===== src/rtl/plc_cell_pkg.sv =====
// Package: plc_cell_pkg
// Shared configuration type for the output macrocell. The decoded cell
// configuration is carried between sub-blocks as one enum, so that each
// sub-block switches on a named case rather than on raw architecture bits.
package plc_cell_pkg;

    typedef enum logic [2:0] {
        CELL_REG_OUT  = 3'd0,  // registered output, shared enable pin
        CELL_COMB_IO  = 3'd1,  // registered mode, combinatorial I/O
        CELL_CPLX_IO  = 3'd2,  // complex mode, product-term enable
        CELL_DISABLED = 3'd3   // unsupported architecture code
    } cell_cfg_e;

endpackage


===== src/rtl/plc_cfg_decode.sv =====
// Module: plc_cfg_decode
// Turns the two global architecture bits and the per-cell I/O bit into one
// configuration code. It assumes the bits are static while the device runs.
// Any code other than registered or complex mode decodes to disabled.
module plc_cfg_decode
    import plc_cell_pkg::*;
(
    input  logic      comb_sel,
    input  logic      arch_en,
    input  logic      io_sel,
    output cell_cfg_e cfg
);

    // Choose the configuration from the architecture bits.
    always_comb begin
        if (!arch_en) begin
            cfg = CELL_DISABLED;
        end else if (comb_sel) begin
            cfg = CELL_CPLX_IO;
        end else if (io_sel) begin
            cfg = CELL_COMB_IO;
        end else begin
            cfg = CELL_REG_OUT;
        end
    end

endmodule


===== src/rtl/plc_sum_term.sv =====
// Module: plc_sum_term
// OR gate and polarity inverter. A registered output sums every product
// term. All other configurations hold back term 0 for the enable and sum
// the rest. The result has the pin's sense: 1 means drive high.
// Assumes NUM_PT >= 2.
module plc_sum_term
    import plc_cell_pkg::*;
#(
    parameter int NUM_PT = 8
) (
    input  logic [NUM_PT-1:0] pterm,
    input  cell_cfg_e         cfg,
    input  logic              pol_hi,
    output logic              pol_sum
);

    localparam int DATA_PT = NUM_PT - 1;

    logic [NUM_PT-1:0] or_chain;
    logic              sum_all;
    logic              sum_data;

    // Build the OR as a ripple chain from the top term down.
    assign or_chain[NUM_PT-1] = pterm[NUM_PT-1];
    for (genvar i = NUM_PT - 2; i >= 0; i--) begin : g_or
        assign or_chain[i] = or_chain[i+1] | pterm[i];
    end

    // Pick off the full sum and the sum without the enable term.
    assign sum_all  = or_chain[0];
    assign sum_data = (DATA_PT > 0) ? or_chain[1] : 1'b0;

    // Pick the term count and apply the output polarity.
    always_comb begin
        logic raw;
        raw     = (cfg == CELL_REG_OUT) ? sum_all : sum_data;
        pol_sum = pol_hi ? raw : ~raw;
    end

endmodule


===== src/rtl/plc_out_reg.sv =====
// Module: plc_out_reg
// The cell's D flip-flop. It stores the complement of the pin value, so
// that the pin is driven from the inverted flip-flop output and the
// feedback is taken from the true output. The reset is synchronous and
// clears the state.
module plc_out_reg (
    input  logic clk,
    input  logic rst_n,
    input  logic pin_next,
    output logic q
);

    // Capture the inverted pin value, or clear it under reset.
    always_ff @(posedge clk) begin
        if (!rst_n) begin
            q <= 1'b0;
        end else begin
            q <= ~pin_next;
        end
    end

endmodule


===== src/rtl/plc_pad_drive.sv =====
// Module: plc_pad_drive
// Chooses the pin data, the tri-state enable and the array feedback for
// the decoded configuration. EDGE_CELL selects the outermost-cell variant,
// which has no feedback path in complex mode.
module plc_pad_drive
    import plc_cell_pkg::*;
#(
    parameter bit EDGE_CELL = 1'b0
) (
    input  cell_cfg_e cfg,
    input  logic      pol_sum,
    input  logic      q,
    input  logic      en_term,
    input  logic      oe_n,
    input  logic      pad_in,
    output logic      pad_out,
    output logic      pad_oe,
    output logic      fb_out
);

    logic cplx_fb;

    // Select the complex-mode feedback source for this cell position.
    if (EDGE_CELL) begin : g_edge
        assign cplx_fb = 1'b0;
    end else begin : g_inner
        assign cplx_fb = pad_in;
    end

    // Route data, enable and feedback for each configuration.
    always_comb begin
        case (cfg)
            CELL_REG_OUT: begin
                pad_out = ~q;
                pad_oe  = ~oe_n;
                fb_out  = q;
            end
            CELL_COMB_IO: begin
                pad_out = pol_sum;
                pad_oe  = en_term;
                fb_out  = pad_in;
            end
            CELL_CPLX_IO: begin
                pad_out = pol_sum;
                pad_oe  = en_term;
                fb_out  = cplx_fb;
            end
            default: begin
                pad_out = 1'b0;
                pad_oe  = 1'b0;
                fb_out  = 1'b0;
            end
        endcase
    end

endmodule


===== src/rtl/plc_out_cell.sv =====
// Module: plc_out_cell
// One output macrocell of a sum-of-products logic device. The AND array
// lies outside. The configuration inputs are static. The pin is split into
// out, enable and seen-on-pad signals.
module plc_out_cell
    import plc_cell_pkg::*;
#(
    parameter int NUM_PT    = 8,
    parameter bit EDGE_CELL = 1'b0
) (
    input  logic              clk,
    input  logic              rst_n,
    input  logic [NUM_PT-1:0] pterm,
    input  logic              oe_n,
    input  logic              cfg_comb_sel,
    input  logic              cfg_arch_en,
    input  logic              cfg_pol_hi,
    input  logic              cfg_io_sel,
    input  logic              pad_in,
    output logic              pad_out,
    output logic              pad_oe,
    output logic              fb_out
);

    cell_cfg_e cfg;
    logic      pol_sum;
    logic      q;

    plc_cfg_decode u_decode (
        .comb_sel (cfg_comb_sel),
        .arch_en  (cfg_arch_en),
        .io_sel   (cfg_io_sel),
        .cfg      (cfg)
    );

    plc_sum_term #(.NUM_PT(NUM_PT)) u_sum (
        .pterm   (pterm),
        .cfg     (cfg),
        .pol_hi  (cfg_pol_hi),
        .pol_sum (pol_sum)
    );

    plc_out_reg u_reg (
        .clk      (clk),
        .rst_n    (rst_n),
        .pin_next (pol_sum),
        .q        (q)
    );

    plc_pad_drive #(.EDGE_CELL(EDGE_CELL)) u_drive (
        .cfg     (cfg),
        .pol_sum (pol_sum),
        .q       (q),
        .en_term (pterm[0]),
        .oe_n    (oe_n),
        .pad_in  (pad_in),
        .pad_out (pad_out),
        .pad_oe  (pad_oe),
        .fb_out  (fb_out)
    );

endmodule


===== config.mk =====
export PLATFORM = sky130hd
export DESIGN_NAME = plc_out_cell
export DESIGN_NICKNAME = d
export VERILOG_FILES = /design/src/rtl/plc_cell_pkg.sv /design/src/rtl/plc_cfg_decode.sv /design/src/rtl/plc_sum_term.sv /design/src/rtl/plc_out_reg.sv /design/src/rtl/plc_pad_drive.sv /design/src/rtl/plc_out_cell.sv
export SDC_FILE = /design/constraint.sdc
export NUM_CORES = 1
export LEC_CHECK = 0
export BUFFER_PORTS_ARGS = -buffer_cell sky130_fd_sc_hd__buf_2
export CAP_MARGIN = 20
export CELL_PAD_IN_SITES_DETAIL_PLACEMENT = 1
export CELL_PAD_IN_SITES_GLOBAL_PLACEMENT = 1
export CORE_AREA = 2 2 39 41
export CTS_CLUSTER_DIAMETER = 50
export DETAILED_ROUTE_END_ITERATION = 6
export DIE_AREA = 0 0 41 43
export PLACE_DENSITY = 0.65
export SKIP_LAST_GASP = 1
export SYNTH_ARGS = -nofsm -noshare
export SYNTH_HDL_FRONTEND = slang
export SYNTH_SLANG_ARGS = --single-unit

===== constraint.sdc =====
create_clock -name clk -period 4.5 [get_ports clk]
set_input_delay 0.225 -clock clk [delete_from_list [all_inputs] [get_ports clk]]
set_output_delay 0.225 -clock clk [all_outputs]
set_load 0.01 [all_outputs]

Word-level counts from Yosys, hierarchy flattened
Cells that the tools add are included.
{"block": "op_classes", "add_sub_neg": 0, "mul": 0, "div_mod_pow": 0, "n_lt_le_gt_ge": 0, "eq_ne": 2, "shift": 0, "n_mux": 8, "bitwise": 11, "reduce_logical": 2}
{"op": "$or 1x1->1", "count": 7}
{"op": "$mux 3", "count": 2}
{"op": "$pmux 1 s2", "count": 3}
{"op": "$not 1->1", "count": 4}
{"op": "$eq 3x1->1 const B", "count": 1}
{"op": "$eq 3x2->1 const B", "count": 1}
{"op": "$logic_not 3->1", "count": 1}
{"op": "$mux 1", "count": 3}
{"op": "$reduce_or 2->1", "count": 1}
{"block": "word_totals", "ff_bits": 1, "latchBits": 0, "mem_bits_rw": 0, "rom_bits": 0, "input_bits": 16, "out_inout_bits": 3, "elab_cells": 24, "n_memories": 0}

Longest topological paths before layout
{"block": "logic_depth", "ltp_word": 11, "ltp_mapped": 7, "mapped_depth_nobuf": 7}

Cells and area by module
From an unflattened synthesis, not the netlist that was laid out.
{"block": "hier_totals", "hier_cells": 25, "area_unflattened_um2": 185.2}
{"mod": "plc_pad_drive", "instances": 1, "cells_each": 13, "area_per_inst_um2": 86.3, "seq_area_each_um2": 0.0}
{"mod": "plc_sum_term", "instances": 1, "cells_each": 5, "area_per_inst_um2": 35.0, "seq_area_each_um2": 0.0}
{"mod": "plc_out_reg", "instances": 1, "cells_each": 2, "area_per_inst_um2": 33.8, "seq_area_each_um2": 20.0}
{"mod": "plc_cfg_decode", "instances": 1, "cells_each": 5, "area_per_inst_um2": 30.0, "seq_area_each_um2": 0.0}

Worst setup path after synthesis
OpenSTA, ideal clock, no wires.
{"block": "synth_path", "kind": "input-to-output", "start": "in cfg_comb_sel", "end": "out pad_out", "arrival_ns": 1.729, "required_time_ns": 4.275, "path_slack_ns": 2.546, "cell_stages": 7, "n_path_buf": 0, "path_cell_list": "inv_1 > a21boi_0 > inv_1 > ha_1 > or3b_2 > or4_1 > nand3_1"}
{"block": "synth_between", "elab_chain_len": 7, "word_cells_on_any_way": 10, "cone_classes": "eq/ne (2); mux (5); bitwise (1); reduce/logical (2)"}
{"element": "start, declared", "line": "plc_out_cell.sv:15", "rtl": "input logic cfg_comb_sel,"}
{"element": "$mux 3 *", "line": "plc_cfg_decode.sv:18", "rtl": "end else if (comb_sel) begin"}
{"element": "$mux 3 *", "line": "plc_cfg_decode.sv:16", "rtl": "if (!arch_en) begin"}
{"element": "$logic_not 3->1", "line": "plc_sum_term.sv:36, plc_pad_drive.sv:32"}
{"element": "$mux 1", "line": "plc_sum_term.sv:36", "rtl": "raw = (cfg == CELL_REG_OUT) ? sum_all : sum_data;"}
{"element": "$not 1->1", "line": "plc_sum_term.sv:37", "rtl": "pol_sum = pol_hi ? raw : ~raw;"}
{"element": "$mux 1", "line": "plc_sum_term.sv:37"}
{"element": "$pmux 1 s2 *", "line": "plc_pad_drive.sv:32", "rtl": "case (cfg)"}
{"element": "end, declared", "line": "plc_out_cell.sv:20", "rtl": "output logic pad_out,"}
Every way passes the cells marked *; elsewhere a longest branch is shown, timed or not.

Worst setup path in the final report
Ends and elaborated chain as after synthesis.

==> flow_metrics.tcl <==
set metrics [dict create \
    cp.arrival_ps 2000 \
    syn_area_um2 191 \
    design.portCount 19 \
    timing.setup.tns_ps 0 \
    vias 262 \
    avgSynthCellArea_um2 7.36 \
    ir_drop_mv 0.0277 \
    drt_iter0_drc 2 \
    crit_type "in -> out" \
    wl_per_cell_um 9.05 \
    synthCells 26 \
    fmax_mhz 449 \
    fin_crit_sh_pct 49.5 \
    fin_ws_ps 2270 \
    reg_top3 "u_reg.q x1" \
    grt_usage_pct 5.90 \
    diodes 0 \
    synth_area_leaders "ha_1 (13%), dfxtp_1 (10%), inv_1 (7.8%), nor3b_1 (7.8%), or4_4 (5.9%)" \
    rows 14 \
    initial_core_util_pct 13.8 \
    die_x_um 41 \
    vias_per_cell 4.37 \
    synth_seq_cells 1 \
    syn-num-nets 44 \
    drt-total-wl_um 543 \
    drive_above_1_share_pct 47.7 \
    cts_hold_buf 0 \
    drt_pass1_iterations 2 \
    hpwlAfterDp_um 487 \
    max_slew_margin_pct 82.8 \
    antenna_left 0 \
    synth.top_cell.area_share_pct 13.1 \
    port_buffers 18 \
    grt_pass1_wl_um 786 \
    leakagePower_nw 0.156 \
    hold_violations 0 \
    tightest_slew_ps 255 \
    power_density_nw_per_um2 106 \
    final_nets 64 \
    end_kind "output port" \
    path_cells "buf_2, inv_1, a21boi_0, inv_1, ha_1, or3b_2, or4_1, nand3_1, buf_2" \
    gp_congestion 0.647 \
    setup_viol 0 \
    cp_max_fo 5 \
    yosysUniqueCellTypes 20 \
    drc_errors 0 \
    critPathTopFamily "simple AND/OR/NAND/NOR gates" \
    grt_pass1_vias 223 \
    synth_seq_area_share_pct 10.5 \
    yosys_warnings 0 \
    core_um2 1380 \
    preCtsSetupSlack_ps 2250 \
    finalCriticalPeriod_ps 2230 \
    synth_largest_area_cell "ha_1" \
    cp-start-kind "input pin" \
    antenna_found_initial 0 \
    slowest_stage "or3b_2" \
    die_area_um2 1760 \
    min_path_type "in -> reg" \
    areaGrowthSynthToFinish_pct 57.5 \
    grt-ovfl-total 0 \
    grt_max_degree 6 \
    maxCapViolCount 0 \
    cp.required_ps 4280 \
    largest_reg_flops 1 \
    die_h_um 43 \
    top_register "u_reg.q" \
    cts_resized 0 \
    cpPeakStageDelay_ps 470 \
    report.final.slew_viol_count 0 \
    rsz0062_at_grt "no" \
    post-cts-setup-buffers 0 \
    clk_pin_slew_ps 0 \
    path_buf_inv 4 \
    outcome "completed" \
]
==> final timing paths <==
kind,start,to,depth (start not counted)
setup / recovery,cfg_comb_sel,pad_out,9
hold / removal,rst_n,u_reg.q,2
==> final cells by class <==
type	count	area [um2]
fill	182	1080
inverter	4	15.0
multi-input combinational	21	156
sequential	1	20.0
tap	16	20.0
timing repair buffer	18	90.1
==> cells in the mapped netlist <==
cell type / n
dfxtp_1: 1
or3_1: 1
nand3_1: 1
a21oi_1: 1
nand2_1: 2
and2_1: 1
a22oi_1: 1
or4_1: 1
or3b_2: 1
o2111ai_1: 1
inv_1: 4
o31a_2: 1
nor4_1: 1
nand2b_1: 1
a21boi_0: 1
or4_4: 1
a41oi_1: 1
nor2_1: 1
ha_1: 2
nor3b_1: 2
==> per-stage QoR <==
step           utilization, %  cell area, um2  power [mW]  cells  hold slack, ps
3_5_place_dp             21.8             302      0.0324     60             498
4_1_cts                  21.8             302      0.0324     60             499
2_1_floorplan               -             191      0.0215     26             388
6_report                 21.8             302      0.0321     60             497
3_3_place_gp             21.8             302      0.0319     60             495
5_1_grt                  21.8             302      0.0355     60             511
==> logic make-up (layout without fill, tap and decap cells) <==
group	after synthesis	in the layout	share of synthesized area [%]
adder cells (fa/ha/maj)	2	2	13.1
AND/OR/NAND/NOR	13	13	43.8
buffers and inverters	4	22	7.84
AO/OA/AOI/OAI	6	6	24.8
flip-flops	1	1	10.5
==> per-layer routing <==
layer | track usage [%] | vias up | part of all wire [%]
li1 | - | 135 | -
met1 | 7.94 | 114 | 45
met2 | 10.0 | 13 | 45
met3 | 1.05 | 0 | 9.8
met4 | 0 | 0 | 0
met5 | 0 | - | 0
==> placed cells by master (no fill, tap or decap) <==
cell type	synthesis	final
buf_2	0	18
or4_1	1	1
nor2_1	1	1
dfxtp_1	1	1
a22oi_1	1	1
nor4_1	1	1
a21oi_1	1	1
nand2b_1	1	1
nand3_1	1	1
a21boi_0	1	1
o31a_2	1	1
nor3b_1	2	2
inv_1	4	4
nand2_1	2	2
ha_1	2	2
or3b_2	1	1
or3_1	1	1
and2_1	1	1
a41oi_1	1	1
o2111ai_1	1	1
or4_4	1	1
==> power breakdown <==
group	switching, mW	internal (mW)	total (mW)
Clock	0	0	0
Combinational	0.0105	0.0118	0.0223
Sequential	0.000247	0.00956	0.00980
Total	0.0107	0.0213	0.0321
No activity file was read; power rests on OpenSTA's default activity.
